--- src/rtl/rtc_stat_pkg.sv ---
package rtc_stat_pkg;
  localparam logic [7:0] ADDR_FLAGS  = 8'h1E;
  localparam logic [7:0] ADDR_STATUS = 8'h33;

  localparam int POS_POR = 7;
  localparam int POS_VLF = 1;
  localparam int POS_XST = 0;
  // event flags (update, timer, alarm, event) occupy bits 5..2
  localparam int POS_EVT_BASE = 2;
  localparam int NUM_EVT = 4;

  localparam int POS_EVIN = 6;
  localparam int POS_CHG  = 3;
  localparam int POS_LOW  = 1;

  // sticky update: a set beats a clear in the same cycle
  function automatic logic next_sticky(input logic cur, input logic set, input logic clr);
    return set | (cur & ~clr);
  endfunction

  function automatic logic [7:0] status_byte(input logic evin, input logic chg, input logic low);
    logic [7:0] b;
    b = '0;
    b[POS_EVIN] = evin;
    b[POS_CHG]  = chg;
    b[POS_LOW]  = low;
    return b;
  endfunction
endpackage

--- src/rtl/sticky_flag.sv ---
module sticky_flag #(
  parameter logic INIT_VAL = 1'b0
) (
  input  logic clk,
  input  logic rst_n,
  input  logic init,
  input  logic set,
  input  logic clr,
  output logic q
);
  import rtc_stat_pkg::*;

  always_ff @(posedge clk or negedge rst_n) begin
    if (!rst_n)     q <= 1'b0;
    else if (init)  q <= INIT_VAL;
    else            q <= next_sticky(q, set, clr);
  end

  assert_set_wins_R5: assert property (@(posedge clk) disable iff (!rst_n)
    (set && !init) |=> q);
  assert_hold_R4: assert property (@(posedge clk) disable iff (!rst_n)
    (!set && !clr && !init) |=> (q == $past(q)));
endmodule

--- src/rtl/xtal_stop_mon.sv ---
module xtal_stop_mon #(
  parameter int STOP_CYCLES = 2_000_000
) (
  input  logic clk,
  input  logic rst_n,
  input  logic xtal,
  output logic stop_pulse,
  output logic stopped
);
  localparam int CW = $clog2(STOP_CYCLES + 1);
  localparam logic [CW-1:0] LIMIT = CW'(STOP_CYCLES);
  localparam logic [CW-1:0] LAST  = CW'(STOP_CYCLES - 1);

  logic s1, s2, s3;
  logic edge_seen;
  logic [CW-1:0] gap_cnt;

  always_ff @(posedge clk or negedge rst_n) begin
    if (!rst_n) begin
      s1 <= 1'b0; s2 <= 1'b0; s3 <= 1'b0;
    end else begin
      s1 <= xtal; s2 <= s1; s3 <= s2;
    end
  end

  assign edge_seen = s2 ^ s3;

  always_ff @(posedge clk or negedge rst_n) begin
    if (!rst_n)               gap_cnt <= '0;
    else if (edge_seen)       gap_cnt <= '0;
    else if (gap_cnt != LIMIT) gap_cnt <= gap_cnt + 1'b1;
  end

  assign stop_pulse = !edge_seen && (gap_cnt == LAST);
  assign stopped    = (gap_cnt == LIMIT);

  assert_stop_enters_R8: assert property (@(posedge clk) disable iff (!rst_n)
    stop_pulse |=> stopped);
  assert_edge_restarts_R10: assert property (@(posedge clk) disable iff (!rst_n)
    edge_seen |=> !stopped);
endmodule

--- src/rtl/rtc_status_flags.sv ---
module rtc_status_flags #(
  parameter int STOP_CYCLES = 2_000_000
) (
  input  logic       clk_ref,
  input  logic       rst_bkup_n,
  input  logic       por_pulse,
  input  logic       xtal_clk,
  input  logic       evt_level,
  input  logic       chg_ok,
  input  logic       batt_low,
  input  logic       set_upd,
  input  logic       set_tmr,
  input  logic       set_alm,
  input  logic       set_evt,
  input  logic [7:0] reg_addr,
  input  logic       reg_wr,
  input  logic [7:0] reg_wdata,
  output logic [7:0] reg_rdata,
  output logic       ts_enable
);
  import rtc_stat_pkg::*;

  logic stop_pulse, osc_stopped;
  logic flag_wr;
  logic [7:0] clr_mask;
  logic [NUM_EVT-1:0] evt_set, evt_q;
  logic por_q, vlf_q, xst_q;
  logic [7:0] flag_byte;

  xtal_stop_mon #(.STOP_CYCLES(STOP_CYCLES)) u_mon (
    .clk(clk_ref), .rst_n(rst_bkup_n), .xtal(xtal_clk),
    .stop_pulse(stop_pulse), .stopped(osc_stopped)
  );

  assign flag_wr  = reg_wr && (reg_addr == ADDR_FLAGS) && !por_pulse;
  assign clr_mask = flag_wr ? ~reg_wdata : 8'h00;
  // index 3..0 = update, timer, alarm, event -> bits 5..2
  assign evt_set  = {set_upd, set_tmr, set_alm, set_evt};

  for (genvar i = 0; i < NUM_EVT; i++) begin : g_evt
    sticky_flag #(.INIT_VAL(1'b0)) u_flag (
      .clk(clk_ref), .rst_n(rst_bkup_n), .init(por_pulse),
      .set(evt_set[i]), .clr(clr_mask[POS_EVT_BASE + i]), .q(evt_q[i])
    );
  end

  sticky_flag #(.INIT_VAL(1'b1)) u_por (
    .clk(clk_ref), .rst_n(rst_bkup_n), .init(por_pulse),
    .set(1'b0), .clr(clr_mask[POS_POR]), .q(por_q)
  );

  sticky_flag #(.INIT_VAL(1'b1)) u_vlf (
    .clk(clk_ref), .rst_n(rst_bkup_n), .init(por_pulse),
    .set(stop_pulse), .clr(clr_mask[POS_VLF]), .q(vlf_q)
  );

  sticky_flag #(.INIT_VAL(1'b0)) u_xst (
    .clk(clk_ref), .rst_n(rst_bkup_n), .init(1'b0),
    .set(stop_pulse), .clr(clr_mask[POS_XST]), .q(xst_q)
  );

  always_comb begin
    flag_byte = '0;
    flag_byte[POS_POR] = por_q;
    flag_byte[POS_VLF] = vlf_q;
    flag_byte[POS_XST] = xst_q;
    flag_byte[POS_EVT_BASE +: NUM_EVT] = evt_q;
  end

  always_comb begin
    unique case (reg_addr)
      ADDR_FLAGS:  reg_rdata = flag_byte;
      ADDR_STATUS: reg_rdata = status_byte(evt_level, chg_ok, batt_low);
      default:     reg_rdata = 8'h00;
    endcase
  end

  assign ts_enable = !osc_stopped;

  assert_por_load_R6: assert property (@(posedge clk_ref) disable iff (!rst_bkup_n)
    por_pulse |=> (por_q && vlf_q && (evt_q == '0)));
  assert_xst_keep_R7: assert property (@(posedge clk_ref) disable iff (!rst_bkup_n)
    (por_pulse && xst_q) |=> xst_q);
  assert_stop_flags_R8: assert property (@(posedge clk_ref) disable iff (!rst_bkup_n)
    stop_pulse |=> (xst_q && vlf_q));
  always_comb begin
    if (rst_bkup_n && reg_addr == ADDR_FLAGS)
      assert_bit6_zero_R1: assert (reg_rdata[6] == 1'b0);
  end
endmodule

--- config.mk ---
export PLATFORM = sky130hd
export DESIGN_NAME = rtc_status_flags
export DESIGN_NICKNAME = d
export VERILOG_FILES = /design/src/rtl/rtc_stat_pkg.sv /design/src/rtl/sticky_flag.sv /design/src/rtl/xtal_stop_mon.sv /design/src/rtl/rtc_status_flags.sv
export SDC_FILE = /design/constraint.sdc
export NUM_CORES = 1
export LEC_CHECK = 0
export BUFFER_PORTS_ARGS = -buffer_cell sky130_fd_sc_hd__clkbuf_2
export CAP_MARGIN = 20
export CORE_ASPECT_RATIO = 0.8
export CORE_MARGIN = 1
export CORE_UTILIZATION = 57
export CTS_CLUSTER_DIAMETER = 120
export DETAILED_ROUTE_END_ITERATION = 8
export GPL_TIMING_DRIVEN = 0
export PLACE_DENSITY = 0.92
export SYNTH_ARGS = -nofsm -noshare
export SYNTH_HDL_FRONTEND = slang
export SYNTH_SLANG_ARGS = --single-unit
--- constraint.sdc ---
create_clock -name clk_ref -period 3.58 [get_ports clk_ref]
set_input_delay 0.895 -clock clk_ref [delete_from_list [all_inputs] [get_ports clk_ref]]
set_output_delay 0.895 -clock clk_ref [all_outputs]
set_load 0.02 [all_outputs]
-- After elaboration in Yosys (flattened, before gate mapping)
Index checks and enable logic that the tools add are counted.
- add/subtract/negate cells: 1
- eq/ne operators: 5
- muxes and demuxes: 10
- bitwise logic cells: 22
- reductions and logical operators: 7
- operators by type and width (operator ; number):
    == test 21 bit, second input constant ; 2
    2-to-1 mux 21 bit ; 2
    adder 21 x 1 -> 21 bit, second input constant ; 1
    inequality test 21 bit, second input constant ; 1
    one-hot mux 8 bit (2 select lines) ; 1
    == test 8 x 5 -> 1 bit, second input constant ; 1
    == test 8 x 6 -> 1 bit, second input constant ; 1
    2-to-1 mux 8 bit ; 1
    NOT 8 bit ; 1
    bitwise AND 1 bit ; 7
    NOT 1 bit ; 7
    2-to-1 mux 1 bit ; 6
    bitwise OR 1 bit ; 6
    logical AND 1 bit ; 3
    zero test 1 bit ; 3
    nonzero test 2 bit ; 1
    bitwise XOR 1 bit ; 1
- flip-flop bits (word level): 31
- input bits: 28
- output and inout port bits: 9
- word-level logic and storage cells: 56

-- Logic depth before layout (Yosys ltp)
Gate-level depths: netlist (run 1).
- depth after elaboration: 8
- gate-level depth with buffers: 6
- depth with buffers taken out: 6

-- Cells and area by module
Synthesis (run 1) repeated with hierarchy kept, for this count alone.
- cells, all modules: 179
- area, all modules: 1700.4 um2
- modules (own cells, without submodules) (module ; times used ; cells an instance ; area an instance (um2) ; sequential area each (um2)):
    xtal_stop_mon ; 1 ; 126 ; 1232.4 ; 600.6
    sticky_flag at g_evt[0].u_flag ... ; 5 ; 4 ; 43.8 ; 25.0
    rtc_status_flags ; 1 ; 25 ; 173.9 ; 0.0
    sticky_flag at u_por ... ; 2 ; 4 ; 37.5 ; 25.0

-- Worst setup path after synthesis (run 1)
Ideal clock, no wire load.
- path type: input -> output
- start: input reg_addr[7]
- end: output reg_rdata[1]
- arrival: 2.134 ns
- data required time: 2.685 ns
- setup slack: 0.551 ns
- cell stages on the path: 3
- path buffers: 0
- cell sequence: nor4bb_1 > nor4b_1 > a22o_1
- word-level cells in the longest chain between the ends: 2
- elaborated cells on any way between the ends: 3
- those cells by class: eq/ne: 2; mux: 1
- ends and longest elaborated chain (item ; line ; RTL):
    from (decl) ; rtc_status_flags.sv:15 ; input logic [7:0] reg_addr,
    == test 8 x 6 -> 1 bit or == test 8 x 5 -> 1 bit (tied branches) ; rtc_status_flags.sv:71 ; unique case (reg_addr)
    one-hot mux 8 bit (2 select lines) * ; rtc_status_flags.sv:71 ;
    to (decl) ; rtc_status_flags.sv:18 ; output logic [7:0] reg_rdata,
Mark *: on every way between the ends. The rest lies on a longest branch, timed or not.

-- Final worst setup path (run 1)
Ends and elaborated chain as after synthesis.

==> results of run 1 <==
-- kinds of logic after synthesis --
logic type	synth area share
compound gates	0.111
xor+xnor	0.0660
fa+ha+maj	0.0157
buf+inv	0.0314
flops	0.487
mux	0.0126
simple gates	0.276
-- metal layers --
metal	share of wire	vias up	GRT usage	wire [um]
li1	-	675	-	-
met2	0.49	50	0.415	1700
met3	0.056	9	0.125	195
met5	0	-	0	0
met4	0.023	0	0.106	79
met1	0.43	662	0.313	1480
-- power breakdown --
group / switching (mW) / internal, mW / total [mW]
clock: 0.129 / 0.165 / 0.294
sequential: 0.0120 / 0.360 / 0.372
combinational: 0.0334 / 0.0253 / 0.0587
total: 0.174 / 0.550 / 0.725
-- flip-flops by register name (all words and copies together) (netlist names) --
| name | flops |
|---|---|
| u_por.q | 1 |
| u_mon.s1 | 1 |
| u_mon.s2 | 1 |
| u_xst.q | 1 |
| u_vlf.q | 1 |
| u_mon.gap_cnt | 21 |
| u_mon.s3 | 1 |
| g_evt.u_flag.q | 4 |
-- stage by stage --
stage,cells,util,cell area [um^2],setup slack [ns]
3_5_place_dp,237,0.713,1810,0.112
6_report,245,0.749,1900,0.237
5_1_grt,245,0.749,1900,0.0671
4_1_cts,245,0.747,1900,0.0991
2_1_floorplan,166,-,1590,0.551
3_3_place_gp,237,0.713,1810,0.234
-- what timing repair did --
action                     CTS  global route
hold buffers                 0             0
setup endpoints to repair    0             3
resized for setup            0             1
-- layout by cell type, fill, tap and decap left out, drive strengths merged, types with 6 or more instances in the layout --
cell type  instances
xnor2              6
nor2              13
inv                9
nand2             16
xor2               6
o21ai             12
dfrtp             31
and3               7
clkbuf            44
a21oi             13
-- area by class of cell --
type	instances	share of cell area
clock inverter	2	0.0184
inverter	9	0.0177
timing repair buffer	35	0.0920
clock buffer	6	0.0269
multi-input combinational	122	0.405
sequential	31	0.407
tap	36	0.0237
buffer	4	0.00854
-- final timing paths --
check                                        startpoint                            end  slack (ns)  cells past startpoint
min in group asynchronous                    rst_bkup_n  u_mon.gap_cnt[13]$_DFFE_PN0P_        0.59                      1
setup / recovery                            reg_addr[7]                   reg_rdata[1]        0.24                      5
hold / removal                       u_mon.s1$_DFF_PN0_             u_mon.s2$_DFF_PN0_        0.37                      0
hold reg to reg                      u_mon.s1$_DFF_PN0_             u_mon.s2$_DFF_PN0_        0.37                      0
max in group asynchronous                    rst_bkup_n   u_mon.gap_cnt[3]$_DFFE_PN0P_        2.51                      1
setup reg to reg           u_mon.gap_cnt[0]$_DFFE_PN0P_  u_mon.gap_cnt[16]$_DFFE_PN0P_        1.38                      5
-- critical path: cells and delay by family --
| kind | cells | cell delay (ns) |
|---|---|---|
| compound gates | 1 | 0.22 |
| buf+inv | 2 | 0.26 |
| simple gates | 2 | 1.08 |
==> run metrics, run 1 <==
status=finished clean; top-level I/O count=37; post-synthesis sequential area ratio=0.487; vias per cell=5.70; synth cell count leaders=dfrtp_1, nand2_1, a21oi_1, nor2_1, o21ai_0; CTS tree=built; Peak Freq=299 MHz; Setup Skew=0.0120 ns; slowest stage delay, CP=0.56 ns; Data arrival, critical path=2.45 ns; WL/cell=14.1 um; antenna violations before repair=0; fill count=196; Rel. slew slack=0.473; final hold vios=0; global-route wire length before repair=5.74 mm; CP max-delay cell=nor4bb_2; GRT overflow=0; top post-synthesis cells by area=dfrtp_1, a21oi_1, o21ai_0; vias=1,396; overall power=0.725 mW; maxcap violations=0; hpwl dp=2.63 mm; Routed WL=3.45 mm; Area Growth Syn to Fin=19.7%; hold slack=0.366 ns; 1st-iter DRT viols=87; DRC Markers=0; CP cell instances=clkbuf_2 > nor4bb_2 > nor4b_1 > a22o_1 > clkbuf_2; Top FF cell, synth=dfrtp_1; Synth Cell Area=0.00159 mm^2; worst slew pin tran=0.779 ns; sequential cell area=776 um^2; Starting Density=0.626; Leak=0.876 nW; die area=0.00301 mm^2; clk_lat worst skew=0.36 ns; Mapped Cells=166; share of synthesized registers carrying an async set or reset=1.00; type of origin of the critical path=primary input; HP Class=reg2reg; VDD IR max=0.253 mV; antenna-violating nets left=0; crit-path max FO=8; GRT Total Usage=0.266; max-slew violation count=0; root buf cell=clkbuf_4; clock slew at reported path FFs=0.10 ns; # clock sinks=31; Post-CTS Setup Bufs=0; cell mode on critical path=clkbuf_2; vias in the first global route=1,358; unrepaired setup endpoints after global routing=false; part of the cycle the worst path needs=0.934; share of cells above drive strength 1=0.225; DIE HEIGHT=49.3 um; Post-Route Setup TNS=0 ns; # setup viols final=0; Longest Clk Path Bufs=2; area of the multi-input gates=772 um^2; largest net degree at the start of global routing=32; syn avg cell area=9.59 um^2; count leader, synth=dfrtp_1; Nets=238; CTS buffer count=5; number of port buffers=35; RePlAce Congestion=0.810; PD cells=381 mW/mm^2; DRT Pass-1 Iters=4; Syn Nets=196; H-tree depth=2; CP required=2.68 ns; number of synthesized flops with an enable pin=0; core area=0.00254 mm^2; row count=16; Die W=61.1 um; top-area cell type share of the netlist area=0.487; n_diodes=0; synth unique cells=33; CP Capture Type=primary output; Period minus WS final=3.34 ns; Crit Path Category=in2out; Syn. warnings=0; Yosys reg bits=31; Yosys top cell by area=dfrtp_1
Power figures use the tool's default switching activity.
==> inputs of run 2 (changes only) <==
--- a/config.mk
+++ b/config.mk
@@ -5,15 +5,16 @@
 export SDC_FILE = /design/constraint.sdc
 export NUM_CORES = 1
 export LEC_CHECK = 0
+export ABC_CLOCK_PERIOD_IN_PS = 3200
 export BUFFER_PORTS_ARGS = -buffer_cell sky130_fd_sc_hd__clkbuf_2
 export CAP_MARGIN = 20
 export CORE_ASPECT_RATIO = 0.8
 export CORE_MARGIN = 1
-export CORE_UTILIZATION = 57
-export CTS_CLUSTER_DIAMETER = 120
+export CORE_UTILIZATION = 53
+export CTS_CLUSTER_DIAMETER = 100
 export DETAILED_ROUTE_END_ITERATION = 8
 export GPL_TIMING_DRIVEN = 0
-export PLACE_DENSITY = 0.92
+export PLACE_DENSITY = 0.87
 export SYNTH_ARGS = -nofsm -noshare
 export SYNTH_HDL_FRONTEND = slang
 export SYNTH_SLANG_ARGS = --single-unit
==> constraint.sdc (replaced) <==
create_clock -name clk_ref -period 3.2 [get_ports clk_ref]
set_input_delay 0.8 -clock clk_ref [delete_from_list [all_inputs] [get_ports clk_ref]]
set_output_delay 0.8 -clock clk_ref [all_outputs]
set_load 0.02 [all_outputs]
==> run metrics, run 2 (synthesis results as in run 1) <==
status=finished clean; CTS Hold Buffers Added=0; DIE HEIGHT=51.0 um; CP max-delay cell=nor4bb_2; fill count=224; commonest non-fill, non-tap cell in the layout=clkbuf_2; clk_lat worst skew=0.28 ns; Starting Density=0.567; Area Growth Syn to Fin=19.7%; antenna violations before repair=0; Peak Freq=329 MHz; # clock sinks=31; Data arrival, critical path=2.24 ns; vias in the first global route=1,224; Setup Skew=0.00536 ns; Crit Path Category=in2out; share of cells above drive strength 1=0.222; max-slew violation count=0; hold slack=0.352 ns; unrepaired setup endpoints after global routing=false; vias per cell=5.73; worst r2r src=u_mon.gap_cnt[0]$_DFFE_PN0P_; die area=0.00323 mm^2; CTS tree=built; antenna-violating nets left=0; Largest register FFs=21; CTS buffer count=5; Routed WL=3.66 mm; hpwl dp=2.62 mm; Post-CTS Setup Bufs=0; worst slew pin tran=0.777 ns; type of origin of the critical path=primary input; root buf cell=clkbuf_8; H-tree depth=2; Worst Setup SP=reg_addr[7]; Largest regs=u_mon.gap_cnt: 21 flops, g_evt.u_flag.q: 4 flops; Die W=63.3 um; DP Cell Count=239; # setup viols final=0; VDD IR max=0.274 mV; n_diodes=0; CP cell instances=clkbuf_2 > nor4bb_2 > nor4b_2 > a22o_1 > clkbuf_2; final hold vios=0; vias=1,403; WL/cell=14.9 um; Rel. slew slack=0.482; largest net degree at the start of global routing=32; Leak=0.866 nW; Nets=238; global-route wire length before repair=5.86 mm; Final Non-Filler Cells=245; DRC Markers=0; slowest stage delay, CP=0.60 ns; most flop-heavy register=u_mon.gap_cnt; clock slew at reported path FFs=0.06 ns; CP Capture Type=primary output; number of port buffers=35; cell mode on critical path=clkbuf_2; HP Class=reg2reg; RePlAce Congestion=0.815; Period minus WS final=3.04 ns; CP required=2.40 ns; min-delay src=u_mon.s1$_DFF_PN0_; top-level I/O count=37; part of the cycle the worst path needs=0.949; 1st-iter DRT viols=134; row count=17; GRT overflow=0; PD cells=403 mW/mm^2; crit-path max FO=8; maxcap violations=0; GRT Total Usage=0.249; most frequent cells in the layout=clkbuf_2, dfrtp_1, nand2_1, nor2_1, a21oi_1; Post-Route Setup TNS=0 ns; core area=0.00281 mm^2; Longest Clk Path Bufs=2; DRT Pass-1 Iters=4
run 2: cell types whose count changed in the layout (fill, tap and decap cells not counted):
cell and change:
bufinv_16 -1, clkbuf_1 +1, clkbuf_4 -5, clkbuf_8 +4, clkinv_2 -1, nor4b_1 -1
nor4b_2 +1, nor4bb_1 -1, nor4bb_2 +1
run 2: final cells by class:
| cell class | instances | area (um^2) | share of cell area |
|---|---|---|---|
| clock buffer | 6 | 72.6 | 0.0381 |
| timing repair buffer | 35 | 175 | 0.0919 |
| tap | 38 | 47.5 | 0.0250 |
| buffer | 4 | 16.3 | 0.00854 |
| sequential | 31 | 776 | 0.407 |
| multi-input combinational | 122 | 785 | 0.412 |
| inverter | 9 | 33.8 | 0.0177 |
run 2: repair_timing:
| item | 4_1_cts | 5_1_grt |
|---|---|---|
| gates resized for setup | 1 | 2 |
| setup endpoints to repair | 3 | 3 |
| endpoints found under the hold margin | 0 | 0 |
run 2: worst paths after layout:
check                                                end  slack (ns)  depth (start not counted)
hold / removal                        u_mon.s2$_DFF_PN0_        0.35                          0
setup / recovery                            reg_rdata[1]        0.16                          5
min in group asynchronous   u_mon.gap_cnt[4]$_DFFE_PN0P_        0.58                          1
setup reg to reg           u_mon.gap_cnt[16]$_DFFE_PN0P_        1.03                          5
hold reg to reg                       u_mon.s2$_DFF_PN0_        0.35                          0
max in group asynchronous    g_evt[1].u_flag.q$_DFF_PN0_        2.12                          1
run 2: worst max-delay path: cells and delay by family:
family | cells | cell delay (ns)
and+or+nand+nor | 2 | 1.00
buffers and inverters | 2 | 0.25
AOI/OAI and AO/OA | 1 | 0.18
run 2: metrics by stage:
step	total power [mW]	instance area (um^2)	worst slack [ns]	utilization
after floorplan	0.453	1590	0.361	-
after global placement	0.484	1810	0.0566	0.646
after detailed placement	0.491	1810	-0.123	0.646
after CTS	0.770	1890	0.0745	0.674
after global routing	0.796	1910	0.0308	0.679
final	0.767	1910	0.164	0.679
run 2: per-layer routing:
layer  GRT usage  part of all wire  up-vias
li1            -                 -      679
met1       0.315              0.43      682
met2       0.407              0.51       35
met3      0.0625             0.043        7
met4       0.114             0.014        0
met5           0                 0        -
run 2: where the power goes:
part           switching [mW]  internal (mW)  total [mW]
registers              0.0132          0.404       0.417
clock network           0.136          0.145       0.281
logic                  0.0404         0.0296      0.0700
total                   0.189          0.578       0.767
==> inputs of run 3 (changes only) <==
--- a/config.mk
+++ b/config.mk
@@ -14,6 +14,7 @@
 export CTS_CLUSTER_DIAMETER = 100
 export DETAILED_ROUTE_END_ITERATION = 8
 export GPL_TIMING_DRIVEN = 0
+export MAX_ROUTING_LAYER = met4
 export PLACE_DENSITY = 0.87
 export SYNTH_ARGS = -nofsm -noshare
 export SYNTH_HDL_FRONTEND = slang
==> run metrics, run 3 (synthesis results as in run 1) <==
antenna violations before repair=0; Crit Path Category=in2out; hpwl dp=2.62 mm; vias per cell=5.69; Leak=0.866 nW; DRC Markers=0; GRT overflow=0; number of port buffers=35; Reg2Reg Setup Slack=1.03 ns; Rel. slew slack=0.487; unrepaired setup endpoints after global routing=false; CP required=2.40 ns; fill count=224; Starting Density=0.567; DRT Pass-1 Iters=4; Setup Skew=0.00453 ns; clock slew at reported path FFs=0.06 ns; Largest regs=u_mon.gap_cnt: 21 flops, g_evt.u_flag.q: 4 flops; worst slew pin tran=0.770 ns; maxcap violations=0; final worst setup slack=0.166 ns; root buf cell=clkbuf_8; RePlAce Congestion=0.827; worst r2r src=u_mon.gap_cnt[1]$_DFFE_PN0P_; clk_lat worst skew=0.28 ns; WL/cell=14.9 um; HP Class=reg2reg; GRT Total Usage=0.257; Period minus WS final=3.03 ns; PD cells=402 mW/mm^2; Data arrival, critical path=2.23 ns; Longest Clk Path Bufs=2; Finished Core Util=0.679; DIE HEIGHT=51.0 um; Worst R2R Path Depth=5; # clock sinks=31; most flop-heavy register=u_mon.gap_cnt; core area=0.00281 mm^2; Worst Setup SP=reg_addr[7]; row count=17; share of cells above drive strength 1=0.222; largest net degree at the start of global routing=32; die area=0.00323 mm^2; CTS Hold Buffers Added=0; Nets=238; Area Growth Syn to Fin=19.7%; CP Capture Type=primary output; max-slew violation count=0; H-tree depth=2; final hold vios=0; crit-path max FO=8; RR Endpoint=u_mon.gap_cnt[16]$_DFFE_PN0P_; vias=1,394; pre-CTS WS=-0.123 ns; part of the cycle the worst path needs=0.948; commonest non-fill, non-tap cell in the layout=clkbuf_2; global-route wire length before repair=5.89 mm; Post-CTS Setup Bufs=0; most frequent cells in the layout=clkbuf_2, dfrtp_1, nand2_1, nor2_1, a21oi_1; # setup viols final=0; vias in the first global route=1,219; 1st-iter DRT viols=129; status=finished clean; antenna-violating nets left=0; CTS tree=built; Die W=63.3 um; Peak Freq=330 MHz; type of origin of the critical path=primary input; top-level I/O count=37; n_diodes=0; CTS buffer count=5; Routed WL=3.65 mm; Worst Setup EP=reg_rdata[1]; Largest register FFs=21; VDD IR max=0.273 mV
[run 3: cell counts in the layout (fill, tap and decap cells not counted)]
Identical to the previous run, type by type.
[run 3: cell type report]
class	count	area (um^2)	share of cell area
Multi-Input combinational cell	122	785	0.412
Sequential cell	31	776	0.407
Timing Repair Buffer	35	175	0.0919
Clock buffer	6	72.6	0.0381
Tap cell	38	47.5	0.0250
Inverter	9	33.8	0.0177
Buffer	4	16.3	0.00854
[run 3: through the flow]
stage          hold slack [ns]  power (mW)  instance area [um^2]  TNS (ns)  std cells
2_1_floorplan            0.331       0.453                  1590         0        166
3_3_place_gp             0.339       0.484                  1810         0        239
3_5_place_dp             0.340       0.491                  1810    -0.342        239
4_1_cts                  0.354       0.770                  1890         0        245
5_1_grt                  0.366       0.796                  1910         0        245
6_report                 0.352       0.766                  1910         0        245
[run 3: worst max-delay path: stages]
cell and delay, ns:
clkbuf_2 0.08, nor4bb_2 0.60, nor4b_2 0.40, a22o_1 0.18, clkbuf_2 0.17
[run 3: power by group]
| part | internal (mW) | switching (mW) |
|---|---|---|
| combinational | 0.0296 | 0.0405 |
| sequential | 0.404 | 0.0132 |
| clock | 0.145 | 0.134 |
[run 3: metal layers]
| layer | share of wire | vias to the layer above | GRT usage |
|---|---|---|---|
| met5 | 0 | - | - |
| met1 | 0.43 | 665 | 0.314 |
| met4 | 0.013 | 0 | 0.114 |
| met3 | 0.054 | 5 | 0.0625 |
| li1 | - | 676 | - |
| met2 | 0.50 | 48 | 0.409 |
[run 3: worst min-delay path by stage]
stage	startpoint	endpoint	slack, ns	depth (start not counted)
after floorplan	u_mon.s1$_DFF_PN0_	u_mon.s2$_DFF_PN0_	0.33	0
after global placement	u_mon.s1$_DFF_PN0_	u_mon.s2$_DFF_PN0_	0.34	0
after detailed placement	u_mon.s1$_DFF_PN0_	u_mon.s2$_DFF_PN0_	0.34	0
after CTS	u_mon.s1$_DFF_PN0_	u_mon.s2$_DFF_PN0_	0.35	0
after global routing	u_mon.s1$_DFF_PN0_	u_mon.s2$_DFF_PN0_	0.37	0
final	u_mon.s1$_DFF_PN0_	u_mon.s2$_DFF_PN0_	0.35	0
[run 3: repair_timing]
action / 4_1_cts / 5_1_grt
resized for setup: 1 / 2
setup endpoints to repair: 3 / 3
pin swaps: 0 / 0
